`src/rtl/refpd_pkg.sv`:
```
package refpd_pkg;

    typedef enum logic [2:0] {
        ST_ACTIVE   = 3'd0,
        ST_FULL_OFF = 3'd1,
        ST_BUF_OFF  = 3'd2,
        ST_EXT_REF  = 3'd3,
        ST_SETTLE   = 3'd4
    } refpd_state_e;

    localparam int unsigned PD_CODE_W = 2;

    localparam logic [PD_CODE_W-1:0] PD_KEEP = 2'b00;
    localparam logic [PD_CODE_W-1:0] PD_FULL = 2'b01;
    localparam logic [PD_CODE_W-1:0] PD_BUF  = 2'b10;
    localparam logic [PD_CODE_W-1:0] PD_EXT  = 2'b11;

endpackage

```
`src/rtl/refpd_edge.sv`:
```
module refpd_edge #(
    parameter bit IDLE_LEVEL = 1'b0
) (
    input  logic clk,
    input  logic rst_n,
    input  logic din,
    output logic rise,
    output logic fall
);

    logic prev_q;

    always_ff @(posedge clk) begin
        if (!rst_n) begin
            prev_q <= IDLE_LEVEL;
        end else begin
            prev_q <= din;
        end
    end

    assign rise = din & ~prev_q;
    assign fall = ~din & prev_q;

endmodule

```
`src/rtl/refpd_settle.sv`:
```
module refpd_settle #(
    parameter int unsigned SETTLE_CYCLES = 625000
) (
    input  logic clk,
    input  logic rst_n,
    input  logic start,
    output logic expire
);

    localparam int unsigned CNT_W = $clog2(SETTLE_CYCLES + 1);

    logic [CNT_W-1:0] cnt_q;

    always_ff @(posedge clk) begin
        if (!rst_n) begin
            cnt_q <= '0;
        end else if (start) begin
            cnt_q <= CNT_W'(SETTLE_CYCLES);
        end else if (cnt_q != '0) begin
            cnt_q <= cnt_q - CNT_W'(1);
        end
    end

    assign expire = (cnt_q == CNT_W'(1));


    cnt_drain_chk: assert property (@(posedge clk) disable iff (!rst_n)
        (!start && cnt_q != '0) |=> (cnt_q == $past(cnt_q) - CNT_W'(1)));

endmodule

```
`src/rtl/refpd_ctrl.sv`:
```
module refpd_ctrl #(
    parameter int unsigned SETTLE_CYCLES = 625000
) (
    input  logic       clk,
    input  logic       rst_n,
    input  logic       cs_n,
    input  logic       frame,
    input  logic       dsp_mode,
    input  logic [1:0] pd_code,
    output logic       ref_en,
    output logic       buf_en,
    output logic       ref_ready
);

    import refpd_pkg::*;

    refpd_state_e state_q, state_d;

    logic cs_rise, cs_fall;
    logic fr_rise, fr_fall;
    logic wake_full, wake_buf;
    logic tmr_start, tmr_expire;

    refpd_edge #(.IDLE_LEVEL(1'b1)) cs_edge_i (
        .clk  (clk),
        .rst_n(rst_n),
        .din  (cs_n),
        .rise (cs_rise),
        .fall (cs_fall)
    );

    refpd_edge #(.IDLE_LEVEL(1'b0)) fr_edge_i (
        .clk  (clk),
        .rst_n(rst_n),
        .din  (frame),
        .rise (fr_rise),
        .fall (fr_fall)
    );

    refpd_settle #(.SETTLE_CYCLES(SETTLE_CYCLES)) settle_i (
        .clk   (clk),
        .rst_n (rst_n),
        .start (tmr_start),
        .expire(tmr_expire)
    );

    assign wake_full = dsp_mode ? fr_fall : cs_fall;
    assign wake_buf  = dsp_mode ? fr_rise : cs_fall;

    // next state
    always_comb begin
        state_d   = state_q;
        tmr_start = 1'b0;
        if (cs_rise) begin
            unique case (pd_code)
                PD_KEEP: begin
                    if (state_q == ST_SETTLE && !tmr_expire) begin
                        state_d = ST_SETTLE;
                    end else begin
                        state_d = ST_ACTIVE;
                    end
                end
                PD_FULL: state_d = ST_FULL_OFF;
                PD_BUF:  state_d = ST_BUF_OFF;
                PD_EXT:  state_d = ST_EXT_REF;
                default: state_d = ST_ACTIVE;
            endcase
        end else begin
            unique case (state_q)
                ST_ACTIVE: begin
                    state_d = ST_ACTIVE;
                end
                ST_EXT_REF: begin
                    state_d = ST_EXT_REF;
                end
                ST_FULL_OFF: begin
                    if (wake_full) begin
                        state_d   = ST_SETTLE;
                        tmr_start = 1'b1;
                    end
                end
                ST_BUF_OFF: begin
                    if (wake_buf) begin
                        state_d = ST_ACTIVE;
                    end
                end
                ST_SETTLE: begin
                    if (tmr_expire) begin
                        state_d = ST_ACTIVE;
                    end
                end
                default: state_d = ST_ACTIVE;
            endcase
        end
    end

    // state register
    always_ff @(posedge clk) begin
        if (!rst_n) begin
            state_q <= ST_ACTIVE;
        end else begin
            state_q <= state_d;
        end
    end

    // outputs
    always_comb begin
        unique case (state_q)
            ST_ACTIVE:   begin ref_en = 1'b1; buf_en = 1'b1; ref_ready = 1'b1; end
            ST_FULL_OFF: begin ref_en = 1'b0; buf_en = 1'b0; ref_ready = 1'b0; end
            ST_BUF_OFF:  begin ref_en = 1'b1; buf_en = 1'b0; ref_ready = 1'b1; end
            ST_EXT_REF:  begin ref_en = 1'b0; buf_en = 1'b0; ref_ready = 1'b1; end
            ST_SETTLE:   begin ref_en = 1'b1; buf_en = 1'b1; ref_ready = 1'b0; end
            default:     begin ref_en = 1'b1; buf_en = 1'b1; ref_ready = 1'b1; end
        endcase
    end


    buf_needs_ref_chk: assert property (@(posedge clk) disable iff (!rst_n)
        buf_en |-> ref_en);


    full_latch_chk: assert property (@(posedge clk) disable iff (!rst_n)
        (cs_rise && pd_code == PD_FULL) |=> (!ref_en && !buf_en && !ref_ready));


    hold_chk: assert property (@(posedge clk) disable iff (!rst_n)
        (!cs_rise && (state_q == ST_ACTIVE || state_q == ST_EXT_REF)) |=> $stable(state_q));


    wake_settle_chk: assert property (@(posedge clk) disable iff (!rst_n)
        (state_q == ST_FULL_OFF && wake_full && !cs_rise) |=> (ref_en && buf_en && !ref_ready));


    buf_wake_chk: assert property (@(posedge clk) disable iff (!rst_n)
        (state_q == ST_BUF_OFF && wake_buf && !cs_rise) |=> (buf_en && ref_ready));


    settle_keep_chk: assert property (@(posedge clk) disable iff (!rst_n)
        (state_q == ST_SETTLE && !tmr_expire && (!cs_rise || pd_code == PD_KEEP))
        |=> (state_q == ST_SETTLE));

endmodule

```
`config.mk`:
```
export PLATFORM = sky130hd
export DESIGN_NAME = refpd_ctrl
export DESIGN_NICKNAME = d
export VERILOG_FILES = /design/src/rtl/refpd_pkg.sv /design/src/rtl/refpd_edge.sv /design/src/rtl/refpd_settle.sv /design/src/rtl/refpd_ctrl.sv
export SDC_FILE = /design/constraint.sdc
export NUM_CORES = 1
export LEC_CHECK = 0
export BUFFER_PORTS_ARGS = -buffer_cell sky130_fd_sc_hd__clkbuf_2
export CAP_MARGIN = 10
export CORE_MARGIN = 2
export CORE_UTILIZATION = 52
export DETAILED_ROUTE_END_ITERATION = 10
export HOLD_SLACK_MARGIN = 0.08
export PLACE_DENSITY = 0.73
export SETUP_SLACK_MARGIN = 0.05
export SLEW_MARGIN = 10
export SYNTH_ARGS = -nofsm -noshare
export SYNTH_HDL_FRONTEND = slang
export SYNTH_SLANG_ARGS = --single-unit
```
`constraint.sdc`:
```
create_clock -name clk -period 1.75 [get_ports clk]
set_clock_uncertainty 0.1 [all_clocks]
set_input_delay 0.0875 -clock clk [delete_from_list [all_inputs] [get_ports clk]]
set_output_delay 0.0875 -clock clk [all_outputs]
set_load 0.02 [all_outputs]
```
# Word-level counts from Yosys, hierarchy flattened
# Cells that the tools add are included.
# totals
inputBits,7
output_inout_bits,3
regBits,25
# classes
bitwise,9
add_sub_neg,1
n_reduce_logical,10
eq_ne,11
mux,17
# ops
op,n
$mux W20,2
$pmux W3 S4,2
$eq A20 B1 Y1 const B,1
$reduce_bool A20 Y1,1
$sub A20 B1 Y20 const B,1
$mux W3,5
$ne A3 B2 Y1 const B,3
$mux W1,8
$eq A3 B2 Y1 const B,2
$reduce_or A2 Y1,3
$not A1 Y1,5
$and A1 B1 Y1,4
$eq A2 B2 Y1 const B,2
$eq A3 B1 Y1 const B,1
$eq A3 B3 Y1 const B,1
$reduce_and A3 Y1,1
$reduce_or A3 Y1,1
$eq A2 B1 Y1 const B,1
$logic_not A2 Y1,1
$reduce_bool A2 Y1,1
$logic_and A1 B1 Y1,1
$logic_not A1 Y1,1

# Longest topological paths before layout
# Gate-level depths: netlist of run 1.
# depth
word_depth,7
ltp_mapped,8
depth_no_buf,7

# By module
# Synthesis of run 1 repeated with hierarchy kept, for this count alone.
# unflattened
hier_cells,170
hier_area_um2,1440.1
# modules_own_cells
module,cells_each,area_each_um2,n_inst
refpd_settle,134,1128.6,1
refpd_ctrl,28,234.0,1
refpd_edge,4,38.8,2

# Worst setup path after synthesis of run 1
# OpenSTA, ideal clock, no wires.
# synth_timing
kind,reg-to-reg
from,reg settle_i.cnt_q[0]
to,reg settle_i.cnt_q[13]
setup_ps,66
stages_incl_launch_ff,8
t_arrival_ps,1610
path_buffers,1
slack_ps,-26
path_cell_list,dfxtp_1 > inv_1 > ha_1 > nor4b_1 > and2_1 > buf_4 > a2111o_1 > a21oi_2
# synth_via
elab_chain_len,1
# synth_rtl
element,line_no,text
"start, declared",refpd_settle.sv:12,logic [CNT_W-1:0] cnt_q;
"start signal, assigned",refpd_settle.sv:18,cnt_q <= CNT_W'(SETTLE_CYCLES);
"start signal, assigned",refpd_settle.sv:20,cnt_q <= cnt_q - CNT_W'(1);
$sub A20 B1 Y20 / $reduce_bool A20 Y1 (equally long branches),"refpd_settle.sv:20, refpd_settle.sv:19",
# Parallel ways exist; a longest one is shown, timed or not.
# A chain may end at the register's enable or synchronous reset.

# Worst setup path after layout of run 1
# layout_timing
from,reg settle_i.cnt_q[0]
to,reg settle_i.cnt_q[16]
# layout_via
elab_chain_len,3
# layout_rtl
element,line_no,text
$sub A20 B1 Y20,refpd_settle.sv:20,
$mux W20,refpd_settle.sv:19,end else if (cnt_q != '0) begin
$mux W20,refpd_settle.sv:17,end else if (start) begin
# Parallel ways exist; a longest one is shown, timed or not. The select of a mux whose other input is x is not followed.

==> results of run 1 <==
## worst min-delay path: cells and delay by family
family	cells	cell delay (ns)
AO/OA/AOI/OAI	2	0.20
AND/OR/NAND/NOR	2	0.21
buffers and inverters	1	0.10
## worst min path at each step
stage,from,end,slack (ns),depth (start not counted)
after global routing,dsp_mode,state_q[1],0.24,5
after detailed placement,cs_n,cs_edge_i.prev_q,0.20,2
final,dsp_mode,state_q[1],0.20,5
after CTS,dsp_mode,state_q[1],0.20,5
after global placement,cs_n,cs_edge_i.prev_q,0.20,2
after floorplan,rst_n,cs_edge_i.prev_q,0.06,1
## power breakdown
part / internal [mW] / switching [mW]
sequential: 0.770 / 0.279
clock: 0.0898 / 0.184
combinational: 1.29 / 1.53
## registers in the layout, summed over array words and instances, names as in the netlist
register,cells
fr_edge_i.prev_q,1
state_q,3
settle_i.cnt_q,20
cs_edge_i.prev_q,1
## routing by layer
layer	vias up	part of all wire (%)
met2	36	50
li1	643	-
met1	641	44
met3	9	4.2
met5	-	0
met4	0	1.8
## cells by family after synthesis
kind of cell	Yosys count
and+or+nand+nor	69
AOI/OAI and AO/OA	36
DFF	25
xor gates and xnor gates	12
buffers and inverters	8
adders and majority gates	3
muxes	2
## placed cells by master, fill, tap and decap left out, types with 3 or more instances in the layout
cell type	instances
dfxtp_1	21
buf_4	20
nor2_1	15
a21oi_1	14
nand2_1	9
clkbuf_2	9
dlygate4sd3_1	7
xnor2_1	6
xor2_1	6
o21ai_1	5
nand2b_1	4
nor3_2	4
nor3_1	4
nand3b_1	3
nor3_4	3
nor4_4	3
clkbuf_4	3
dfxtp_2	3
## cell type report
| cell class | count | area (um^2) | area share (%) |
|---|---|---|---|
| well taps | 30 | 37.54 | 2.023 |
| multi-input cells | 123 | 974.7 | 52.53 |
| flip-flops and latches | 25 | 508.0 | 27.38 |
| repair buffers | 38 | 287.8 | 15.51 |
| inverters | 5 | 21.27 | 1.146 |
| clock buffers | 4 | 26.28 | 1.416 |
## metrics by stage
step	hold slack [ns]	area, um^2	power (mW)
after detailed placement	0.2040	1568	3.072
after CTS	0.1986	1729	3.569
after global placement	0.1968	1568	3.027
after global routing	0.2448	1856	4.397
final	0.1967	1856	4.141
after floorplan	0.06054	1391	2.510
## what timing repair did
action                                  CTS  global route
hold buffers                              7             0
endpoints found under the setup margin   15            21
endpoints found under the hold margin     5             0
pin swaps                                 2            12
gates cloned                              0             1
resized for setup                        12            21
buffers inserted                          3             3
==> impl_results.md, run 1 <==
* EDFF count, synth at 0
* Worst-Margin Slew at 0.4411 ns
* Critical Path Start: settle_i.cnt_q[0]
* DR iter-0 viols at 48
* Top cell type by total area after synthesis: dfxtp_1
* RSZ-0062 raised after global routing: true
* Longest Clk Path Bufs at 2
* Num CTS Buffers at 3
* Core area at 2500 um^2
* Top cell type's share of synthesized area at 36.26%
* GRT Residual Overflow at 0
* Data required time at the worst endpoint at 1.89 ns
* Setup crit start kind: flop
* Share of flip-flops with an asynchronous set or reset at 0%
* Met3 GRT Util at 3.279%
* Router iterations before antenna repair at 4
* Antenna-violating nets left at 0
* Total GRT Usage at 22.11%
* Largest net degree at the start of global routing at 14
* Post-Synth Adder-Cell Area at 2.720%
* Drt total wl at 3690 um
* Setup slack, reg-to-reg at -0.07 ns
* Final Hold Viols at 0
* Register area share after synthesis at 36.26%
* Met1 Track Usage GR at 29.33%
* Max-slew violation count at 0
* Reg2reg start: settle_i.cnt_q[0]
* Clock root cell: clkbuf_4
* Vias in the first global route at 1295
* Max Cap Viol at 0
* Commonest cells in the netlist: dfxtp_1, nor2_1, a21oi_1
* YS warnings at 0
* Util after Layout at 74.22%
* Tcrit/Tclk final at 104.0%
* H-Tree Depth at 1
* Met2 usage at 36.73%
* Critical path depth at 7
* CTS Sinks at 25
* Via density at 5.907
* Pre-CTS WS at -0.07267 ns
* I/O pin count at 10
* Failing checks: negative setup slack
* Layout Cells excl Fill at 225
* Count leader, synth: dfxtp_1
* Setup slack after layout at -0.07046 ns
* CP Max Fanout at 7
* Worst Setup EP: settle_i.cnt_q[16]
* Main synth FF type: dfxtp_1
* Mapped Cells at 155
* Synth Area in Compound Gates at 16.77%
* Syn_nets at 165
* Worst Reg-to-Reg Cells at 7
* Starting Density at 55.21%
* Pwr dens at 2232 nW/um^2
* Crit-path leading delay family: simple AND/OR/NAND/NOR gates
* Number of synthesized register bits at 25
* Status: finished with violations
* Post-synthesis mux area share at 1.451%
* Clk slew on worst S/H paths at 0.14 ns
* Critical Path, Cell by Cell: inv_4 > ha_4 > or3b_4 > buf_6 > nor3_4 > xnor2_1 > a21oi_1
* Xor-xnor portion of the synthesized cell area at 7.616%
* Nets at 206
* # DRC at 0
* Die ar. at 3082 um^2
* R2R Path End: settle_i.cnt_q[16]
* VDD IR max at 1.712 mV
* Worst Setup End Kind: flop
* Relative slew margins at 70.56%
* I/O Buffers at 9
* Buf/Inv on CP at 2
* Fillers at 180
* Largest family of logic cells by synthesized area: simple AND/OR/NAND/NOR gates
* Wire per inst at 16.40 um
* Count of final setup violators at 6
* Clock Latency Late Sink at 0.34 ns
* Die Ht at 55.52 um
* DR vias at 1329
* Die Wd at 55.52 um
* WS Path Type: flop to flop
* P_leak at 0.7039 nW
* Worst stage delay on the critical path at 0.46 ns
* First-pass GRT wire length at 5637 um
* Routability cong. at 0.9608
* TritonCTS clock tree: built
* Syn avg cell area at 8.904 um^2
* Area Growth Syn to Fin at 34.45%
* Minimum clock period at 1.820 ns
* Initial antenna violation count at 0
* WP data arrival at 1.96 ns
* TNS Setup at -0.2252 ns
* Row count at 18
* DP Wirelength at 2206 um
* Dpl cells at 207
* Share of cells above drive strength 1 at 38.46%
* Top post-synthesis cells by area: dfxtp_1, a21oi_1, nor2_1, xnor2_1, xor2_1
* Antenna Cells at 0
* CP max stage cell: or3b_4
* Synthesized area at 1380 um^2
* Simple-gate portion of the synthesized area at 32.09%
* Top Usage Layer GRT: met2
* Hold Crit Class: input pin to flop
* Synth cell types at 48
* Fmax at 549.3 MHz
(Power assumes the default switching activity.)
==> run 2, diff against run 1 <==
Settings changed: CELL_PAD_IN_SITES_DETAIL_PLACEMENT from default to 1, CELL_PAD_IN_SITES_GLOBAL_PLACEMENT from default to 2, CORE_UTILIZATION 52 to 33, PLACE_DENSITY 0.73 to default, PLACE_DENSITY_LB_ADDON from default to 0.1.
==> run 2 against run 1 <==
Net effect: the run now ends clean; sequential power hardly changed; setup slack better by 0.089 ns; via count is 0.53% lower; largest cell class unchanged.
==> impl_results.md, run 2 (synthesis results as in run 1) <==
* Starting Density at 34.50% (was 55.21%)
* Die ar. at 4716 um^2 (was 3082 um^2)
* Reg2reg start: settle_i.cnt_q[0] (unchanged)
* Hold Crit Start: dsp_mode (unchanged)
* Tcrit/Tclk final at 98.93% (was 104.0%)
* Worst Setup End Kind: flop (unchanged)
* DR iter-0 viols at 16 (was 48)
* Post-place instance area at 1658 um^2 (was 1568 um^2)
* Largest net degree at the start of global routing at 15 (was 14)
* # DRC at 0 (unchanged)
* H-Tree Depth at 1 (unchanged)
* Antenna Cells at 0 (unchanged)
* DR vias at 1322 (was 1329)
* Vias in the first global route at 1386 (was 1295)
* Via density at 5.288 (was 5.907)
* CP Max Fanout at 7 (unchanged)
* Longest Clk Path Bufs at 2 (unchanged)
* Area Growth Syn to Fin at 48.59% (was 34.45%)
* Routability cong. at 0.7622 (was 0.9608)
* Top flop regs: settle_i.cnt_q (20), state_q (3) (unchanged)
* Drt total wl at 4114 um (was 3690 um)
* Setup slack, reg-to-reg at 0.02 ns (was -0.07 ns)
* I/O Buffers at 9 (unchanged)
* GRT Residual Overflow at 0 (unchanged)
* Util after Layout at 51.27% (was 74.22%)
* Core area at 4000 um^2 (was 2500 um^2)
* Hold Crit Class: input pin to flop (unchanged)
* VDD IR max at 1.138 mV (was 1.712 mV)
* Data required time at the worst endpoint at 1.81 ns (was 1.89 ns)
* WS Path Type: flop to flop (unchanged)
* Row count at 23 (was 18)
* Clock root cell: clkbuf_8 (was clkbuf_4)
* Max Cap Viol at 0 (unchanged)
* Status: complete, no violations (was finished with violations)
* First-pass GRT wire length at 6713 um (was 5637 um)
* RSZ-0062 raised after global routing: true (unchanged)
* Die Wd at 68.67 um (was 55.52 um)
* Initial antenna violation count at 0 (unchanged)
* Share of cells above drive strength 1 at 46.50% (was 38.46%)
* Final Hold Viols at 0 (unchanged)
* Nets at 211 (was 206)
* DP Wirelength at 2747 um (was 2206 um)
* Relative slew margins at 76.14% (was 70.56%)
* Critical Path Start: settle_i.cnt_q[0] (unchanged)
* Most flop-heavy register: settle_i.cnt_q (unchanged)
* P_leak at 0.7593 nW (was 0.7039 nW)
* CTS Sinks at 25 (unchanged)
* Antenna-violating nets left at 0 (unchanged)
* Total GRT Usage at 19.35% (was 22.11%)
* Clk slew on worst S/H paths at 0.09 ns (was 0.14 ns)
* Worst-Margin Slew at 0.3573 ns (was 0.4411 ns)
* Router iterations before antenna repair at 4 (unchanged)
* Hold WS at 0.2491 ns (was 0.1967 ns)
* Count of final setup violators at 0 (was 6)
* Clock Latency Late Sink at 0.28 ns (was 0.34 ns)
* I/O pin count at 10 (unchanged)
* Setup crit start kind: flop (unchanged)
* Wire per inst at 16.46 um (was 16.40 um)
* Die Ht at 68.67 um (was 55.52 um)
* Most frequent cells in the layout: buf_4, dfxtp_1, nor2_1 (was dfxtp_1, buf_4, nor2_1)
* Post-route cell area at 2051 um^2 (was 1856 um^2)
* Minimum clock period at 1.731 ns (was 1.820 ns)
* WP data arrival at 1.79 ns (was 1.96 ns)
* Pwr dens at 2217 nW/um^2 (was 2232 nW/um^2)
* Num CTS Buffers at 3 (unchanged)
* TritonCTS clock tree: built (unchanged)
* Commonest non-fill, non-tap cell in the layout: buf_4 (was dfxtp_1)
* Fmax at 577.6 MHz (was 549.3 MHz)
* Max-slew violation count at 0 (unchanged)
* Largest register FFs at 20 (unchanged)
-- run 2: layout make-up --
| class | count | area (um^2) |
|---|---|---|
| multi-input combinational | 123 | 1071 |
| timing repair buffer | 43 | 341.6 |
| tap | 50 | 62.56 |
| inverter | 5 | 23.77 |
| clock buffer | 3 | 41.29 |
| clock inverter | 1 | 5.005 |
| fill | 456 | 1949 |
| sequential | 25 | 505.5 |
-- run 2: timing repair --
item                                    4_1_cts  5_1_grt
hold endpoints to repair                      5        0
setup buffers                                 0        4
hold buffers                                  7        0
cloned                                        1        0
endpoints found under the setup margin       19       22
pin swaps                                     8       23
gates resized for setup                      19       33
-- run 2: final timing paths --
path,cells after the start,end
hold / removal,5,state_q[1]
setup / recovery,7,settle_i.cnt_q[16]
setup reg to reg,7,settle_i.cnt_q[16]
hold reg to reg,2,settle_i.cnt_q[18]
-- run 2: stage by stage --
stage          total power [mW]  std cells  setup slack (ns)  TNS [ns]
5_1_grt                   4.912        250          -0.09881   -0.5573
3_3_place_gp              3.267        234          -0.06353   -0.2275
4_1_cts                   4.037        246           0.02875         0
6_report                  4.546        250           0.01876         0
2_1_floorplan             2.510        155           0.04071         0
3_5_place_dp              3.322        234           -0.1262   -0.8873
-- run 2: worst max-delay path, stage by stage, from the launching register on --
cell and delay [ns]:
dfxtp_2 0.35, inv_4 0.08, ha_4 0.13, or3b_4 0.45, buf_6 0.15, nor3_4 0.14
xnor2_1 0.14, a21oi_1 0.08
-- run 2: layer usage --
layer	global-route usage (%)	share of wire [%]	vias to the layer above
li1	-	-	650
met1	22.73	45	656
met2	35.70	52	12
met3	2.435	1.6	4
met4	6.750	1.1	0
met5	0	0	-
-- run 2: power by group --
part | switching (mW) | internal, mW | total [mW]
combinational | 1.68 | 1.48 | 3.15
clock | 0.201 | 0.160 | 0.361
sequential | 0.265 | 0.766 | 1.03
